## config.mk

```make
export PLATFORM = sky130hd
export DESIGN_NAME = tbl_ram_init
export DESIGN_NICKNAME = d
export VERILOG_FILES = /design/src/rtl/tbl_init_pkg.sv /design/src/rtl/tbl_init_rdaddr.sv /design/src/rtl/tbl_init_wrptr.sv /design/src/rtl/tbl_init_seq.sv /design/src/rtl/tbl_ram_init.sv
export SDC_FILE = /design/constraint.sdc
export NUM_CORES = 1
export LEC_CHECK = 0
export CAP_MARGIN = 20
export CELL_PAD_IN_SITES_DETAIL_PLACEMENT = 1
export CELL_PAD_IN_SITES_GLOBAL_PLACEMENT = 2
export CORE_ASPECT_RATIO = 1.25
export CORE_MARGIN = 2
export CORE_UTILIZATION = 25
export DETAILED_ROUTE_END_ITERATION = 10
export GPL_TIMING_DRIVEN = 0
export PLACE_DENSITY_LB_ADDON = 0.2
export SKIP_CTS_REPAIR_TIMING = 1
export SYNTH_ARGS = -nofsm -noshare
export SYNTH_HDL_FRONTEND = slang
export SYNTH_SLANG_ARGS = --single-unit
```

## constraint.sdc

```tcl
create_clock -name clk -period 4.7 [get_ports clk]
set_clock_uncertainty 0.2 [all_clocks]
set_input_delay 0.705 -clock clk [delete_from_list [all_inputs] [get_ports clk]]
set_output_delay 0.705 -clock clk [all_outputs]
set_load 0.03 [all_outputs]
```

## src/rtl/tbl_init_pkg.sv

```systemverilog
package tbl_init_pkg;

    localparam int BYTE_W   = 8;
    localparam logic [BYTE_W-1:0] END_MARK = 8'hFF;

    typedef enum logic [2:0] {
        ST_IDLE,
        ST_PAGE,
        ST_OFFS,
        ST_KIND,
        ST_CLRN,
        ST_COPY,
        ST_CLR,
        ST_FIN
    } seq_state_e;

    typedef struct packed {
        seq_state_e        state;
        logic              pend;
        logic [BYTE_W-1:0] cnt;
        logic [BYTE_W-1:0] page;
    } seq_reg_t;

endpackage

```

## src/rtl/tbl_init_rdaddr.sv

```systemverilog
module tbl_init_rdaddr #(
    parameter int ADDR_W = 12
) (
    input  logic              clk,
    input  logic              rst_n,
    input  logic              load_i,
    input  logic [ADDR_W-1:0] base_i,
    input  logic              step_i,
    output logic [ADDR_W-1:0] addr_o
);
    logic [ADDR_W-1:0] addr_d, addr_q;

    always_comb begin
        addr_d = addr_q;
        if (load_i) begin
            addr_d = base_i;
        end else if (step_i) begin
            addr_d = addr_q + ADDR_W'(1);
        end
    end

    always_ff @(posedge clk or negedge rst_n) begin
        if (!rst_n) begin
            addr_q <= '0;
        end else begin
            addr_q <= addr_d;
        end
    end

    assign addr_o = addr_q;
endmodule

```

## src/rtl/tbl_init_wrptr.sv

```systemverilog
module tbl_init_wrptr #(
    parameter int PAGE_W = 8,
    parameter int OFF_W  = 8
) (
    input  logic              clk,
    input  logic              rst_n,
    input  logic              load_i,
    input  logic [PAGE_W-1:0] page_i,
    input  logic [OFF_W-1:0]  off_i,
    input  logic              adv_i,
    output logic [PAGE_W-1:0] page_o,
    output logic [OFF_W-1:0]  off_o
);
    localparam int PTR_W = PAGE_W + OFF_W;

    logic [PTR_W-1:0] ptr_d, ptr_q;

    // The offset carry ripples into the page field; the page wraps naturally.
    always_comb begin
        ptr_d = ptr_q;
        if (load_i) begin
            ptr_d = {page_i, off_i};
        end else if (adv_i) begin
            ptr_d = ptr_q + PTR_W'(1);
        end
    end

    always_ff @(posedge clk or negedge rst_n) begin
        if (!rst_n) begin
            ptr_q <= '0;
        end else begin
            ptr_q <= ptr_d;
        end
    end

    assign page_o = ptr_q[PTR_W-1:OFF_W];
    assign off_o  = ptr_q[OFF_W-1:0];
endmodule

```

## src/rtl/tbl_init_seq.sv

```systemverilog
module tbl_init_seq
    import tbl_init_pkg::*;
(
    input  logic              clk,
    input  logic              rst_n,
    input  logic              start_i,
    input  logic [BYTE_W-1:0] rdata_i,
    output logic              addr_load_o,
    output logic              rd_o,
    output logic              ptr_load_o,
    output logic [BYTE_W-1:0] ptr_page_o,
    output logic [BYTE_W-1:0] ptr_off_o,
    output logic              wr_o,
    output logic [BYTE_W-1:0] wdata_o,
    output logic              kick_o,
    output logic              busy_o,
    output logic              done_o
);
    seq_reg_t r_d, r_q;

    always_comb begin
        r_d         = r_q;
        addr_load_o = 1'b0;
        rd_o        = 1'b0;
        ptr_load_o  = 1'b0;
        ptr_page_o  = r_q.page;
        ptr_off_o   = rdata_i;
        wr_o        = 1'b0;
        wdata_o     = '0;
        kick_o      = 1'b0;
        done_o      = 1'b0;

        unique case (r_q.state)
            ST_IDLE: begin
                if (start_i) begin
                    addr_load_o = 1'b1;
                    r_d.pend    = 1'b0;
                    r_d.state   = ST_PAGE;
                end
            end
            ST_PAGE: begin
                if (!r_q.pend) begin
                    rd_o     = 1'b1;
                    kick_o   = 1'b1;
                    r_d.pend = 1'b1;
                end else begin
                    r_d.pend = 1'b0;
                    if (rdata_i == END_MARK) begin
                        r_d.state = ST_FIN;
                    end else begin
                        r_d.page  = rdata_i;
                        r_d.state = ST_OFFS;
                    end
                end
            end
            ST_OFFS: begin
                if (!r_q.pend) begin
                    rd_o     = 1'b1;
                    r_d.pend = 1'b1;
                end else begin
                    r_d.pend   = 1'b0;
                    ptr_load_o = 1'b1;
                    r_d.state  = ST_KIND;
                end
            end
            ST_KIND: begin
                if (!r_q.pend) begin
                    rd_o     = 1'b1;
                    r_d.pend = 1'b1;
                end else begin
                    r_d.pend = 1'b0;
                    if (rdata_i != '0) begin
                        r_d.cnt   = rdata_i;
                        r_d.state = ST_COPY;
                    end else begin
                        r_d.state = ST_CLRN;
                    end
                end
            end
            ST_CLRN: begin
                if (!r_q.pend) begin
                    rd_o     = 1'b1;
                    r_d.pend = 1'b1;
                end else begin
                    r_d.pend = 1'b0;
                    if (rdata_i == '0) begin
                        r_d.state = ST_PAGE;
                    end else begin
                        r_d.cnt   = rdata_i;
                        r_d.state = ST_CLR;
                    end
                end
            end
            ST_COPY: begin
                if (!r_q.pend) begin
                    rd_o     = 1'b1;
                    r_d.pend = 1'b1;
                end else begin
                    r_d.pend = 1'b0;
                    wr_o     = 1'b1;
                    wdata_o  = rdata_i;
                    if (r_q.cnt == BYTE_W'(1)) begin
                        r_d.state = ST_PAGE;
                    end else begin
                        r_d.cnt = r_q.cnt - BYTE_W'(1);
                    end
                end
            end
            ST_CLR: begin
                wr_o = 1'b1;
                if (r_q.cnt == BYTE_W'(1)) begin
                    r_d.state = ST_PAGE;
                end else begin
                    r_d.cnt = r_q.cnt - BYTE_W'(1);
                end
            end
            ST_FIN: begin
                done_o    = 1'b1;
                r_d.state = ST_IDLE;
            end
            default: r_d.state = ST_IDLE;
        endcase
    end

    always_ff @(posedge clk or negedge rst_n) begin
        if (!rst_n) begin
            r_q <= '{state: ST_IDLE, pend: 1'b0, cnt: '0, page: '0};
        end else begin
            r_q <= r_d;
        end
    end

    assign busy_o = (r_q.state != ST_IDLE);
endmodule

```

## src/rtl/tbl_ram_init.sv

```systemverilog
module tbl_ram_init
    import tbl_init_pkg::*;
#(
    parameter int ADDR_W = 12
) (
    input  logic              clk,
    input  logic              rst_n,
    input  logic              start_i,
    input  logic [ADDR_W-1:0] base_addr_i,
    output logic              rom_rd_o,
    output logic [ADDR_W-1:0] rom_addr_o,
    input  logic [7:0]        rom_data_i,
    output logic              ram_we_o,
    output logic [7:0]        ram_page_o,
    output logic [7:0]        ram_off_o,
    output logic [7:0]        ram_wdata_o,
    output logic              wdog_kick_o,
    output logic              busy_o,
    output logic              done_o
);
    logic              addr_load;
    logic              rd;
    logic              ptr_load;
    logic [BYTE_W-1:0] ptr_page;
    logic [BYTE_W-1:0] ptr_off;
    logic              wr;

    tbl_init_seq u_seq (
        .clk         (clk),
        .rst_n       (rst_n),
        .start_i     (start_i),
        .rdata_i     (rom_data_i),
        .addr_load_o (addr_load),
        .rd_o        (rd),
        .ptr_load_o  (ptr_load),
        .ptr_page_o  (ptr_page),
        .ptr_off_o   (ptr_off),
        .wr_o        (wr),
        .wdata_o     (ram_wdata_o),
        .kick_o      (wdog_kick_o),
        .busy_o      (busy_o),
        .done_o      (done_o)
    );

    tbl_init_rdaddr #(.ADDR_W(ADDR_W)) u_rdaddr (
        .clk    (clk),
        .rst_n  (rst_n),
        .load_i (addr_load),
        .base_i (base_addr_i),
        .step_i (rd),
        .addr_o (rom_addr_o)
    );

    tbl_init_wrptr #(.PAGE_W(BYTE_W), .OFF_W(BYTE_W)) u_wrptr (
        .clk    (clk),
        .rst_n  (rst_n),
        .load_i (ptr_load),
        .page_i (ptr_page),
        .off_i  (ptr_off),
        .adv_i  (wr),
        .page_o (ram_page_o),
        .off_o  (ram_off_o)
    );

    assign rom_rd_o = rd;
    assign ram_we_o = wr;
endmodule

```

# Yosys cells after proc, flatten, opt, wreduce, memory -nomap -nowiden
# Cells that the tools add are included.
op_classes:
  mux: 34
  n_bitwise: 1
  n_addsub: 3
  reduce_logical: 13
  eq_ne: 17
op_table:
  columns: ["cell", "count"]
  rows:
  - ["$mux W8", 8]
  - ["$mux W16", 2]
  - ["$pmux W8 S4", 1]
  - ["$mux W12", 2]
  - ["$mux W3", 8]
  - ["$pmux W3 S8", 1]
  - ["$add A16 B1 Y16 const B", 1]
  - ["$add A12 B1 Y12 const B", 1]
  - ["$eq A3 B3 Y1 const B", 4]
  - ["$ne A2 B1 Y1 const B", 6]
  - ["$reduce_and A6 Y1", 2]
  - ["$mux W1", 9]
  - ["$eq A8 B1 Y1 const B", 1]
  - ["$eq A8 B8 Y1 const B", 1]
  - ["$logic_not A8 Y1", 1]
  - ["$reduce_bool A8 Y1", 1]
  - ["$sub A8 B1 Y8 const B", 1]
  - ["$eq A3 B2 Y1 const B", 2]
  - ["$reduce_bool A2 Y1", 3]
  - ["$reduce_or A5 Y1", 1]
  - ["$mux W4", 1]
  - ["$ne A2 B2 Y1 const B", 2]
  - ["$pmux W1 S2", 2]
  - ["$reduce_bool A4 Y1", 1]
  - ["other kinds (6)", 6]
totals:
  regBits: 48
  elab_cells: 74
  in_bits: 23

# Longest topological paths before layout
logic_depth:
  word_depth: 5
  ltp_mapped: 9
  mapped_depth_nobuf: 6

# Cells and area by module
# A second synthesis with hierarchy kept.
hier_totals:
  cells_unflattened: 335
  hier_area_um2: 3106.7
modules_own_cells:
  columns: ["mod", "cells_each", "area_per_inst_um2", "instances"]
  rows:
  - ["tbl_init_seq", 168, 1505.2, 1]
  - ["tbl_init_wrptr", 95, 929.6, 1]
  - ["tbl_init_rdaddr", 72, 671.9, 1]

# Worst setup path before layout
# No wires, ideal clock.
synth_path:
  path_type: "register -> output"
  start: "register u_seq.r_q[19] (netlist name)"
  end: "output port wdog_kick_o"
  path_buffers: 3
  stages_incl_launch_ff: 5
  t_arrival_ns: 1.995
  setup_slack_ns: 1.800
  path_cell_list: "dfrtp_1 buf_2 buf_1 clkbuf_1 nor4b_1"
synth_via:
  elab_chain_len: 2
synth_rtl:
  columns: ["element", "line_no", "source"]
  rows:
  - ["start: declaration", "tbl_init_seq.sv:19", "seq_reg_t r_d, r_q;"]
  - ["start signal: assignment", "tbl_init_seq.sv:127", "r_q <= '{state: ST_IDLE, pend: 1'b0, cnt: '0, page: '0};"]
  - ["start signal: assignment", "tbl_init_seq.sv:129", "r_q <= r_d;"]
  - ["$eq A3 B1 Y1", "tbl_init_seq.sv:33", "unique case (r_q.state)"]
  - ["$mux W1", "tbl_init_seq.sv:33", null]
  - ["end: declaration", "tbl_ram_init.sv:17", "output logic wdog_kick_o,"]
# No other way between the ends.

# Worst setup path after layout
layout_path:
  start: "register u_seq.r_q[17] (netlist name)"
  end: "output port ram_we_o"
layout_via:
  elab_chain_len: 2
  word_cells_on_any_way: 3
layout_rtl:
  columns: ["element", "line_no", "source"]
  rows:
  - ["$eq A3 B3 Y1", "tbl_init_seq.sv:33", null]
  - ["$pmux W1 S2 (*)", "tbl_init_seq.sv:33", null]
  - ["end: declaration", "tbl_ram_init.sv:13", "output logic ram_we_o,"]
# Every way passes the cells marked *; elsewhere a longest branch is shown, timed or not.

==> results by stage <==
Route:
- Across all layers, the routed design uses 2715 vias.
- The total length of routed wires is 9180 um.
- The count of nets left with antenna violations after detail routing is 0.
- The first detailed-routing pass ran for 4 iterations.
- The via-per-instance ratio is 5.06.
- The average detailed-routed wire length per instance is 17.1 um.
- The first routing iteration left 51 violations.
- The number of DRC violations after detailed routing is 0.

Timing:
- Setup repair after global routing left no endpoint under its margin.
- The clock period minus final worst setup slack is 3.81 ns.
- The relative slew slack is 45.5%.
- At the pin with the least slew margin, the transition time is 0.816 ns.
- The number of max-slew violations in the final report is 0.
- The worst path uses 81.2% of the clock period.
- In the final timing run, aggregate negative setup slack is 0 ns.
- Based on the critical path, the design can be clocked at up to 0.262 GHz.
- The number of failing hold endpoints at the final stage was 0.
- The number of endpoints failing setup at the final stage is 0.

Setup path:
- In this run the worst path has a maximum fanout of 10.
- STA puts the critical path data required time at 3.80 ns.
- The worst-case register-to-register setup slack is 1.66 ns.
- The arrival time at the worst endpoint is 2.91 ns.
- The critical path capture point type is an output port.
- The start-to-end type of the worst setup path is flop to output port.
- STA classifies the critical path startpoint as a flop.
- The worst register-to-register path begins at u_seq.r_q[17].
- In this run the critical register-to-register path is captured at u_wrptr.ptr_q[3].
- The worst register-to-register path has a depth of 9.

Floorplan:
- The core region is 11100 sq um.
- The overall die area is 12200 sq um.
- After floorplanning, the core was divided into 43 placement rows.
- The die height is 123 um.
- The initial cell density of the core is 25.5%.
- The horizontal die dimension is 99.1 um.
- 64 I/O pins were placed.

Synthesis:
- The synthesized instance count is 330.
- The post-synthesis cell type count is 54.
- The number of enable-type register cells in the synthesized netlist is 0.
- For this run, the number of Yosys warnings is 0.
- The fraction of registers with async set/reset is 100%.
- The most used flip-flop cell after synthesis is dfrtp_1.
- The mean instance size in the synthesized netlist is 8.56 sq um.
- Sequential elements use 42.5% of the synthesized area.
- The number of nets in the synthesized netlist is 357.
- The number of flip-flops and latches in the synthesized netlist is 48.
- The synthesized netlist occupies a cell area of 2830 sq um.

Clock tree:
- The number of clock buffers added by TritonCTS is 5.
- For the worst-skew pair, the clock arrives at the later sink with an insertion delay of 0.29 ns.
- The cell sitting at the root of the clock tree is a clkbuf_16.
- The number of buffers between clock root and the deepest sink is 2.
- TritonCTS built the clock tree.
- After clock tree synthesis, the clock-pin slew on the worst setup and hold paths is 0.07 ns.
- The total number of clock tree sinks is 48.
- The H-tree was split into 2 levels.

Pwr:
- Across the VDD grid, the largest voltage drop is 0.253 mV.
- For this design the static power due to leakage is 1.48 nW.
- The total power density per cell area is 759 nW/um^2.

Cells and area:
- The top cell types in the final layout, fill and taps aside, are 66 x nand2_1, 62 x clkdlybuf4s50_1, 48 x dfrtp_1.
- Cells with a size suffix above 1 make up 5.97% of the layout.
- The final non-filler cell total is 537.
- The number of nets at the end of the flow is 428.
- The library cell used most frequently in the layout, excluding fill and tap cells, is nand2_1.
- The area growth from synthesis to layout is 34.8%.
- The count of antenna diodes in the layout is 0.

Global routing:
- For this run, global-route usage on met1 was measured as 18.8%.
- Entering global routing, the biggest net connects 35 pins.
- The busiest layer in global routing is met2.
- The wire length of the first global-routing pass is 14700 um.
- The initial antenna violation count is 0.
- The number of global-route vias before repair was 2859.
- Global routing used 2.79% of the available met3 tracks.
- Global routing consumed, over all layers together, 15.3% of the routing resources.
- The met2 global-route usage is 27.5%.
- The overall overflow remaining after global route is 0.

Worst hold path:
- The type of the most critical hold path is input pin to async pin.

Place:
- The count of buffers added on input and output ports is 63.
- After detailed placement, the design holds a cell count of 529.
- The HPWL after detailed placement is 6680 um.
- At the end of routability-driven placement, the weighted congestion stood at 0.796.

Run status:
- The run finished with clean final reports.

Run:
- Across the run, the number of max-cap violations was 0.
==> synthesized netlist by cell type (3+ instances only) <==
cell / number / area share, %
dfrtp_1: 48 / 43
nand2b_1: 3 / 0.66
nor3_1: 6 / 1.1
a21oi_1: 10 / 1.8
o21ai_0: 23 / 4.1
nand3b_1: 4 / 1.1
a22o_1: 3 / 0.93
or3_1: 5 / 1.1
inv_1: 8 / 1.1
nor2_1: 20 / 2.7
nand2_1: 66 / 8.8
and2_1: 12 / 2.7
o211ai_1: 7 / 1.9
xnor2_1: 3 / 0.93
a2111oi_2: 3 / 1.6
nand4_1: 11 / 2.4
a211oi_1: 5 / 1.3
clkbuf_1: 13 / 1.7
nand3_1: 18 / 3.2
ha_1: 4 / 1.8
o31ai_1: 3 / 0.80
and3_1: 7 / 1.5
xor2_1: 10 / 3.1
==> through the flow <==
step           utilization [%]  hold WS [ns]  instance area (sq um)  setup slack, ns  total power, mW
2_1_floorplan                -         0.209                   2830             1.80             1.88
3_3_place_gp              32.7         0.264                   3620            0.991             2.47
3_5_place_dp              32.8         0.271                   3640             1.17             2.50
4_1_cts                   34.4         0.136                   3810            0.812             2.93
5_1_grt                   34.4         0.143                   3810            0.700             3.11
6_report                  34.4         0.124                   3810            0.886             2.89
==> registers in the layout (all words and copies together), names as in the netlist <==
name and count:
u_wrptr.ptr_q 16, u_rdaddr.addr_o 12, u_seq.ptr_page_o 8, u_seq.r_q 12
==> critical path: stages, from the launching register on <==
cell and delay (ns):
dfrtp_1 0.37, clkbuf_1 0.19, and4b_1 0.25, clkbuf_1 0.21, a21oi_1 0.59, inv_1 0.15, buf_2 0.24, clkdlybuf4s50_1 0.61
==> cell type report <==
cell class / instances / area, sq um
Buffer: 18 / 77.6
Clock buffer: 5 / 125
Clock inverter: 3 / 42.5
Fill cell: 1306 / 7280
Inverter: 8 / 30.0
Multi-Input combinational cell: 256 / 1520
Sequential cell: 48 / 1200
Tap cell: 135 / 169
Timing Repair Buffer: 64 / 646
==> how the worst max path moves through the flow <==
stage                     slack (ns)  depth (start not counted)          start             to
after floorplan                 1.80                          4  u_seq.r_q[19]    wdog_kick_o
after global placement          0.99                          1          rst_n  u_seq.r_q[13]
after detailed placement        1.17                          7  u_seq.r_q[17]       ram_we_o
after CTS                       0.81                          7  u_seq.r_q[17]       ram_we_o
after global routing            0.70                          7  u_seq.r_q[17]       ram_we_o
final                           0.89                          7  u_seq.r_q[17]       ram_we_o
==> logic make-up after synthesis <==
family	synth area share, %
AO/OA/AOI/OAI	17.6
adder cells (fa/ha/maj)	1.77
multiplexers	1.28
XOR/XNOR	4.03
buffers and inverters	3.81
AND/OR/NAND/NOR	29.0
flip-flops	42.5
==> layer usage <==
layer	up-vias	part of all wire, %
li1	1322	-
met1	1341	45
met2	43	51
met3	9	3.5
met4	0	1.1
met5	-	0
==> power breakdown <==
| part | internal (mW) | total [mW] | switching, mW |
|---|---|---|---|
| Combinational | 0.660 | 1.62 | 0.963 |
| Clock | 0.251 | 0.420 | 0.170 |
| Sequential | 0.626 | 0.847 | 0.221 |
| Total | 1.54 | 2.89 | 1.35 |
No activity file was read; power rests on OpenSTA's default activity.
